--- src/rtl/ecc_mon_pkg.sv ---
package ecc_mon_pkg;
  localparam int DATA_W   = 64;
  localparam int HAM_W    = 7;
  localparam int CHK_W    = HAM_W + 1;
  localparam int CODE_TOP = DATA_W + HAM_W;

  typedef enum logic [1:0] {WIN_DATA = 2'd0, WIN_CHECK = 2'd1, WIN_REGS = 2'd2, WIN_NONE = 2'd3} win_e;
  typedef enum logic [1:0] {ECC_CLEAN = 2'd0, ECC_SINGLE = 2'd1, ECC_DOUBLE = 2'd2} ecc_class_e;

  function automatic logic is_pow2(input int p);
    return (p & (p - 1)) == 0;
  endfunction

  // Hamming parity: each data bit sits at the next non-power-of-two code position
  function automatic logic [HAM_W-1:0] ham_parity(input logic [DATA_W-1:0] d);
    logic [HAM_W-1:0] p;
    int k;
    p = '0;
    k = 0;
    for (int pos = 1; pos <= CODE_TOP; pos++) begin
      if (!is_pow2(pos)) begin
        if (d[k]) p = p ^ HAM_W'(pos);
        k++;
      end
    end
    return p;
  endfunction

  function automatic logic [CHK_W-1:0] ecc_encode(input logic [DATA_W-1:0] d);
    logic [HAM_W-1:0] p;
    p = ham_parity(d);
    return {(^d) ^ (^p), p};
  endfunction

  // Data bit that a syndrome points at, as a one-hot mask (zero for check-bit positions)
  function automatic logic [DATA_W-1:0] flip_mask(input logic [HAM_W-1:0] s);
    logic [DATA_W-1:0] m;
    int k;
    m = '0;
    k = 0;
    for (int pos = 1; pos <= CODE_TOP; pos++) begin
      if (!is_pow2(pos)) begin
        if (HAM_W'(pos) == s) m[k] = 1'b1;
        k++;
      end
    end
    return m;
  endfunction
endpackage

--- src/rtl/ecc_store.sv ---
module ecc_store
  import ecc_mon_pkg::*;
#(
  parameter int IDX_W = 4
) (
  input  logic              clk,
  input  logic              we_data,
  input  logic              we_chk,
  input  logic              rd_en,
  input  logic [IDX_W-1:0]  idx,
  input  logic [DATA_W-1:0] wdata,
  input  logic [CHK_W-1:0]  wchk,
  output logic [DATA_W-1:0] rd_data,
  output logic [CHK_W-1:0]  rd_chk
);
  localparam int DEPTH = 1 << IDX_W;

  logic [DATA_W-1:0] mem_d [DEPTH];
  logic [CHK_W-1:0]  mem_c [DEPTH];

  always_ff @(posedge clk) begin
    if (we_data) begin
      mem_d[idx] <= wdata;
      mem_c[idx] <= ecc_encode(wdata);
    end else if (we_chk) begin
      mem_c[idx] <= wchk;
    end
    if (rd_en) begin
      rd_data <= mem_d[idx];
      rd_chk  <= mem_c[idx];
    end
  end
endmodule

--- src/rtl/secded_check.sv ---
module secded_check
  import ecc_mon_pkg::*;
(
  input  logic [DATA_W-1:0] raw_data,
  input  logic [CHK_W-1:0]  raw_chk,
  output logic [DATA_W-1:0] fixed_data,
  output ecc_class_e        cls
);
  logic [HAM_W-1:0] syndrome;
  logic             parity_odd;

  assign syndrome   = raw_chk[HAM_W-1:0] ^ ham_parity(raw_data);
  assign parity_odd = ^{raw_data, raw_chk};

  always_comb begin
    if (!parity_odd) cls = (syndrome == '0) ? ECC_CLEAN : ECC_DOUBLE;
    else             cls = (syndrome > HAM_W'(CODE_TOP)) ? ECC_DOUBLE : ECC_SINGLE;
  end

  assign fixed_data = raw_data ^ ((cls == ECC_SINGLE) ? flip_mask(syndrome) : '0);
endmodule

--- src/rtl/ecc_err_regs.sv ---
module ecc_err_regs #(
  parameter int CNT_W = 8,
  parameter int IDX_W = 4
) (
  input  logic             clk,
  input  logic             rst_n,
  input  logic             reg_we,
  input  logic [2:0]       reg_idx,
  input  logic [15:0]      reg_wdata,
  input  logic             ce_evt,
  input  logic             ue_evt,
  input  logic [IDX_W-1:0] evt_idx,
  output logic [63:0]      reg_rdata,
  output logic             chk_wr_en,
  output logic             ce_flag,
  output logic             ue_flag
);
  localparam logic [CNT_W-1:0] CNT_MAX = '1;
  localparam logic [2:0] RG_CTRL = 3'd0, RG_THR = 3'd1, RG_CNT = 3'd2,
                         RG_IRQ  = 3'd3, RG_STAT = 3'd4, RG_UEIX = 3'd5;

  logic [15:0]      ctrl_q;
  logic [CNT_W-1:0] thr_q, cnt_q, cnt_after;
  logic             irq_q, ce_q, ue_q, reach;
  logic [IDX_W-1:0] ue_idx_q;
  logic             wr_ctrl, wr_thr, wr_cnt, wr_irq, wr_stat;

  function automatic logic [CNT_W-1:0] sat_inc(input logic [CNT_W-1:0] v);
    return (v == CNT_MAX) ? v : v + 1'b1;
  endfunction

  assign wr_ctrl   = reg_we && reg_idx == RG_CTRL;
  assign wr_thr    = reg_we && reg_idx == RG_THR;
  assign wr_cnt    = reg_we && reg_idx == RG_CNT;
  assign wr_irq    = reg_we && reg_idx == RG_IRQ;
  assign wr_stat   = reg_we && reg_idx == RG_STAT;
  assign cnt_after = sat_inc(cnt_q);
  assign reach     = irq_q && thr_q != '0 && cnt_after >= thr_q;

  always_ff @(posedge clk) begin
    if (!rst_n) begin
      ctrl_q   <= '0;
      thr_q    <= '0;
      cnt_q    <= '0;
      irq_q    <= 1'b0;
      ce_q     <= 1'b0;
      ue_q     <= 1'b0;
      ue_idx_q <= '0;
    end else begin
      if (wr_ctrl) ctrl_q <= reg_wdata;
      if (wr_thr)  thr_q  <= reg_wdata[CNT_W-1:0];
      if (wr_cnt)      cnt_q <= reg_wdata[CNT_W-1:0];
      else if (ce_evt) cnt_q <= cnt_after;
      if (wr_irq)  irq_q  <= reg_wdata[0];
      if (ce_evt && reach)             ce_q <= 1'b1;
      else if (wr_stat && reg_wdata[0]) ce_q <= 1'b0;
      if (ue_evt)                      ue_q <= 1'b1;
      else if (wr_stat && reg_wdata[1]) ue_q <= 1'b0;
      if (ue_evt) ue_idx_q <= evt_idx;
    end
  end

  always_comb begin
    case (reg_idx)
      RG_CTRL: reg_rdata = {48'd0, ctrl_q};
      RG_THR:  reg_rdata = {{(64-CNT_W){1'b0}}, thr_q};
      RG_CNT:  reg_rdata = {{(64-CNT_W){1'b0}}, cnt_q};
      RG_IRQ:  reg_rdata = {63'd0, irq_q};
      RG_STAT: reg_rdata = {62'd0, ue_q, ce_q};
      RG_UEIX: reg_rdata = {{(64-IDX_W){1'b0}}, ue_idx_q};
      default: reg_rdata = '0;
    endcase
  end

  assign chk_wr_en = ctrl_q[8];
  assign ce_flag   = ce_q;
  assign ue_flag   = ue_q;

  a_r6_cnt_holds_at_max: assert property (@(posedge clk) disable iff (!rst_n)
    ($past(cnt_q) == CNT_MAX && !$past(wr_cnt)) |-> cnt_q == CNT_MAX);
  a_r6_cnt_steps_by_one: assert property (@(posedge clk) disable iff (!rst_n)
    (ce_evt && !wr_cnt && cnt_q != CNT_MAX) |=> cnt_q == CNT_W'($past(cnt_q) + 1'b1));
  a_r7_flag_rise_needs_event: assert property (@(posedge clk) disable iff (!rst_n)
    $rose(ce_q) |-> ($past(ce_evt) && $past(irq_q)));
  a_r7_flag_fall_needs_w1c: assert property (@(posedge clk) disable iff (!rst_n)
    $fell(ce_q) |-> $past(wr_stat && reg_wdata[0]));
  a_r8_fail_index_captured: assert property (@(posedge clk) disable iff (!rst_n)
    ue_evt |=> (ue_q && ue_idx_q == $past(evt_idx)));
endmodule

--- src/rtl/ecc_ram_monitor.sv ---
module ecc_ram_monitor
  import ecc_mon_pkg::*;
#(
  parameter int IDX_W = 4,
  parameter int CNT_W = 8
) (
  input  logic              clk,
  input  logic              rst_n,
  input  logic              bus_req,
  input  logic              bus_we,
  input  logic [IDX_W+1:0]  bus_addr,
  input  logic [63:0]       bus_wdata,
  output logic              bus_rvalid,
  output logic [63:0]       bus_rdata,
  output logic              bus_rerr,
  output logic              err_corr_o,
  output logic              err_uncorr_o
);
  localparam int ADDR_W = IDX_W + 2;

  win_e              win, pend_win;
  logic [IDX_W-1:0]  idx, pend_idx;
  logic              pend_rd;
  logic [63:0]       pend_reg_q, reg_rdata;
  logic              chk_wr_en;
  logic              st_we_data, st_we_chk, st_rd_en, reg_we;
  logic [DATA_W-1:0] raw_data, fixed_data;
  logic [CHK_W-1:0]  raw_chk;
  ecc_class_e        cls;
  logic              ce_evt, ue_evt;

  assign win = win_e'(bus_addr[ADDR_W-1 -: 2]);
  assign idx = bus_addr[IDX_W-1:0];

  assign st_we_data = bus_req && bus_we && win == WIN_DATA;
  assign st_we_chk  = bus_req && bus_we && win == WIN_CHECK && chk_wr_en;
  assign st_rd_en   = bus_req && !bus_we && (win == WIN_DATA || win == WIN_CHECK);
  assign reg_we     = bus_req && bus_we && win == WIN_REGS;

  ecc_store #(.IDX_W(IDX_W)) u_store (
    .clk(clk), .we_data(st_we_data), .we_chk(st_we_chk), .rd_en(st_rd_en),
    .idx(idx), .wdata(bus_wdata), .wchk(bus_wdata[CHK_W-1:0]),
    .rd_data(raw_data), .rd_chk(raw_chk)
  );

  secded_check u_check (
    .raw_data(raw_data), .raw_chk(raw_chk), .fixed_data(fixed_data), .cls(cls)
  );

  ecc_err_regs #(.CNT_W(CNT_W), .IDX_W(IDX_W)) u_regs (
    .clk(clk), .rst_n(rst_n), .reg_we(reg_we), .reg_idx(idx[2:0]),
    .reg_wdata(bus_wdata[15:0]), .ce_evt(ce_evt), .ue_evt(ue_evt),
    .evt_idx(pend_idx), .reg_rdata(reg_rdata), .chk_wr_en(chk_wr_en),
    .ce_flag(err_corr_o), .ue_flag(err_uncorr_o)
  );

  always_ff @(posedge clk) begin
    if (!rst_n) begin
      pend_rd    <= 1'b0;
      pend_win   <= WIN_DATA;
      pend_idx   <= '0;
      pend_reg_q <= '0;
    end else begin
      pend_rd <= bus_req && !bus_we;
      if (bus_req && !bus_we) begin
        pend_win   <= win;
        pend_idx   <= idx;
        pend_reg_q <= reg_rdata;
      end
    end
  end

  assign ce_evt = pend_rd && pend_win == WIN_DATA && cls == ECC_SINGLE;
  assign ue_evt = pend_rd && pend_win == WIN_DATA && cls == ECC_DOUBLE;

  always_comb begin
    bus_rvalid = pend_rd;
    bus_rerr   = 1'b0;
    case (pend_win)
      WIN_DATA: begin
        bus_rerr  = pend_rd && cls == ECC_DOUBLE;
        bus_rdata = (cls == ECC_DOUBLE) ? '0 : fixed_data;
      end
      WIN_CHECK: bus_rdata = {{(64-CHK_W){1'b0}}, raw_chk};
      WIN_REGS:  bus_rdata = pend_reg_q;
      default:   bus_rdata = '0;
    endcase
  end
endmodule

--- config.mk ---
export PLATFORM = sky130hd
export DESIGN_NAME = ecc_ram_monitor
export DESIGN_NICKNAME = d
export VERILOG_FILES = /design/src/rtl/ecc_mon_pkg.sv /design/src/rtl/ecc_store.sv /design/src/rtl/secded_check.sv /design/src/rtl/ecc_err_regs.sv /design/src/rtl/ecc_ram_monitor.sv
export SDC_FILE = /design/constraint.sdc
export NUM_CORES = 2
export LEC_CHECK = 0
export BUFFER_PORTS_ARGS = -buffer_cell sky130_fd_sc_hd__buf_2
export CAP_MARGIN = 5
export CORE_MARGIN = 1
export CORE_UTILIZATION = 45
export DETAILED_ROUTE_END_ITERATION = 8
export PLACE_DENSITY_LB_ADDON = 0.08
export SYNTH_ARGS = -nofsm -noshare
export SYNTH_HDL_FRONTEND = slang
export SYNTH_SLANG_ARGS = --single-unit
--- constraint.sdc ---
create_clock -name clk -period 11.1 [get_ports clk]
set_input_delay 0.555 -clock clk [delete_from_list [all_inputs] [get_ports clk]]
set_output_delay 0.555 -clock clk [all_outputs]
set_load 0.005 [all_outputs]
==> reports/metrics.cfg <==
[outcome]
status = finished, final reports clean

[timing]
slew_headroom = 0.266
setup_viol = 0
slew_viol_final = 0
setup-tns-final_ps = 0
rsz0062_at_grt = no
period_minus_slack_ps = 6000
skew_ps = 19.8
clock.fmax_mhz = 167
finalHoldViolCount = 0
worst_pin_slew_ps = 1100
finalHoldWorstSlack_ps = 131
period_share = 0.540

[detailed_routing]
num_vias = 26427
viasPerCell = 5.93
wl_met1_um = 64200
met3_length_um = 9470
met2_length_um = 68100
drc = 0
top_layer_used = met5
ant_nets = 0
wl_per_cell_um = 32.4
drt_iter0_markers = 2682
dr.pass1.iters = 6
drt-total-wl_um = 144000

[die]
die_x_um = 344
core_area_mm2 = 0.116
dieArea_mm2 = 0.118
die_h_um = 344
num_rows = 125
start_util = 0.454
io_pins = 142

[yosys]
syn_area_mm2 = 0.0527
synthArstFlopShare = 0
synth_edf_count = 1224
synth.distinct_cells = 52
ys_ff_latch = 1286
syn_avg_cell_area_um2 = 20.1
synth_warnings = 0
ys_seq_area_frac = 0.722
ys.flop_type = edfxtp_1
synthCells = 2616
syn_nets = 2699

[global_route]
gr-total-overflow = 0
grt_pass1_vias = 26781
antenna_found_initial = 8
grt_use_total = 0.247
grt_pass1_wl_um = 203000
grt_start_max_net_pins = 139

[placement]
dp_hpwl_um = 84600
place_congestion = 0.897
io_buffers = 141

[layout]
postLayoutCoreUtil = 0.515
fillCellCount = 9310
syn_to_final_growth_pct = 13.4
layout-drive-gt1-share = 0.268
finalNetCount = 2910

[setup_path]
critPathArrivalTime_ps = 5440
critPathCaptureType = primary output
cp_data_required_time_ps = 10550
crit_type = flip-flop to primary output
critPathMaxFanout = 48
start_kind = flip-flop

[clock_tree]
cts_setup_buffers = 0
cts-root-buf = clkbuf_16
cts_tree = built
clkTransAtPathRegs_ps = 60
cts_resized = 0
cts_inserted_buffers = 138
cts_sinks = 1286
clk_latency_ps = 750
cts_buffer_depth = 3
holdBufCountCts = 0
htree_levels = 4

[hold_path]
hold_path.class = primary input to flip-flop

[job]
cap_viol_max_count = 0

[pwr]
p_per_area_mw_per_mm2 = 202
leakagePower_nw = 18.8
power.total_mw = 12.0
vdd_ir_drop_max_mv = 0.317

==> where the power goes <==
| group | switching, mW | internal, mW |
|---|---|---|
| registers | 0.0175 | 5.75 |
| logic | 1.22 | 0.613 |
| clock network | 1.84 | 2.60 |
==> critical path: stages (launching register included) <==
cell,delay [ps]
edfxtp_1,530
xnor3_1,510
xnor2_1,310
xnor2_2,220
xnor2_1,190
xnor2_1,840
nand2_1,390
nor4_4,420
o21ai_4,190
buf_4,370
a21oi_1,480
buf_2,200
==> per-layer routing <==
| layer | vias up | track usage |
|---|---|---|
| met1 | 14369 | 0.367 |
| li1 | 10965 | - |
| met4 | 6 | 0.0542 |
| met2 | 910 | 0.384 |
| met3 | 177 | 0.0430 |
| met5 | - | 0 |
==> synth_stat cells, types with 24 or more instances <==
master,instances,area (um^2)
buf_1,24,90.1
xnor2_1,219,1920
o21ai_0,42,210
clkbuf_1,92,345
nand2_1,114,428
nor2_1,93,349
mux4_2,360,8110
xor2_1,63,552
a21boi_0,24,180
dfxtp_1,62,1240
nor2b_1,24,150
edfxtp_1,1224,36800
a21oi_1,28,140
==> final timing paths <==
check,startpoint,endpoint,slack (ps),cells past startpoint
worst max-delay path,u_store.rd_data[52],bus_rdata[49],5100,11
worst min-delay path,bus_addr[5],pend_win[1],130,3
worst max register to register,u_store.rd_data[52],u_regs.ue_idx_q[2],6770,10
worst min register to register,pend_idx[1],pend_idx[1],460,2
==> logic make-up (layout without fill, tap and decap cells) <==
logic type | Yosys count | after routing | synth area share
flops | 1286 | 1286 | 0.722
xor+xnor | 313 | 313 | 0.0598
compound gates | 151 | 151 | 0.0181
other cells | 0 | 2 | 0
buf+inv | 143 | 457 | 0.0106
simple gates | 328 | 328 | 0.0288
fa+ha+maj | 9 | 9 | 0.00214
mux | 386 | 386 | 0.159
==> layout by cell type (no fill, tap or decap), types with 15 or more instances in the layout <==
cell type  Yosys  routed
nor3_1        17      16
o21ai_0       42      42
nor2b_1       24      24
xnor3_1       23      23
nor2_4         0      15
a21boi_0      24      24
mux2i_1       20      20
edfxtp_1    1224    1224
a21oi_1       28      28
clkbuf_16      0     143
clkbuf_1      92      41
buf_4          1      58
mux4_2       360     360
a22oi_1       15      15
nand3_1       15      15
xnor2_1      219     219
or3_1         23      23
nand2_1      114     114
buf_2         12     137
nor2_1        93      78
dfxtp_1       62      62
clkinv_1       0      21
xor2_1        63      63
==> sequential cells by signal, indices dropped and copies added (netlist names) <==
signal,cells
bus_rvalid,1
u_regs.cnt_q,8
pend_win,2
u_store.rd_chk,8
u_regs.ue_flag,1
u_store.rd_data,64
u_regs.ue_idx_q,4
u_store.mem_c,128
u_regs.thr_q,8
pend_idx,4
u_regs.ctrl_q,16
u_regs.ce_flag,1
u_regs.irq_q,1
u_store.mem_d,1024
pend_reg_q,16
==> through the flow <==
stage | std cells | instance area, um^2 | worst slack (ps)
after global routing | 4454 | 59700 | 4820
after floorplan | 2616 | 52700 | 2860
after global placement | 4211 | 55400 | 5890
after detailed placement | 4211 | 55400 | 5860
final | 4456 | 59700 | 5100
after CTS | 4454 | 59700 | 5060
==> area by class of cell <==
cell class | instances | area [um^2] | area share
flip-flops and latches | 1286 | 38000 | 0.636
multi-input cells | 1187 | 14200 | 0.238
clock buffers | 189 | 3800 | 0.0636
well taps | 1524 | 1910 | 0.0319
repair buffers | 200 | 1200 | 0.0201
clock inverters | 54 | 538 | 0.00901
inverters | 14 | 53.8 | 0.000901
diodes | 2 | 5.00 | 0.0000838
(Power assumes the default switching activity.)
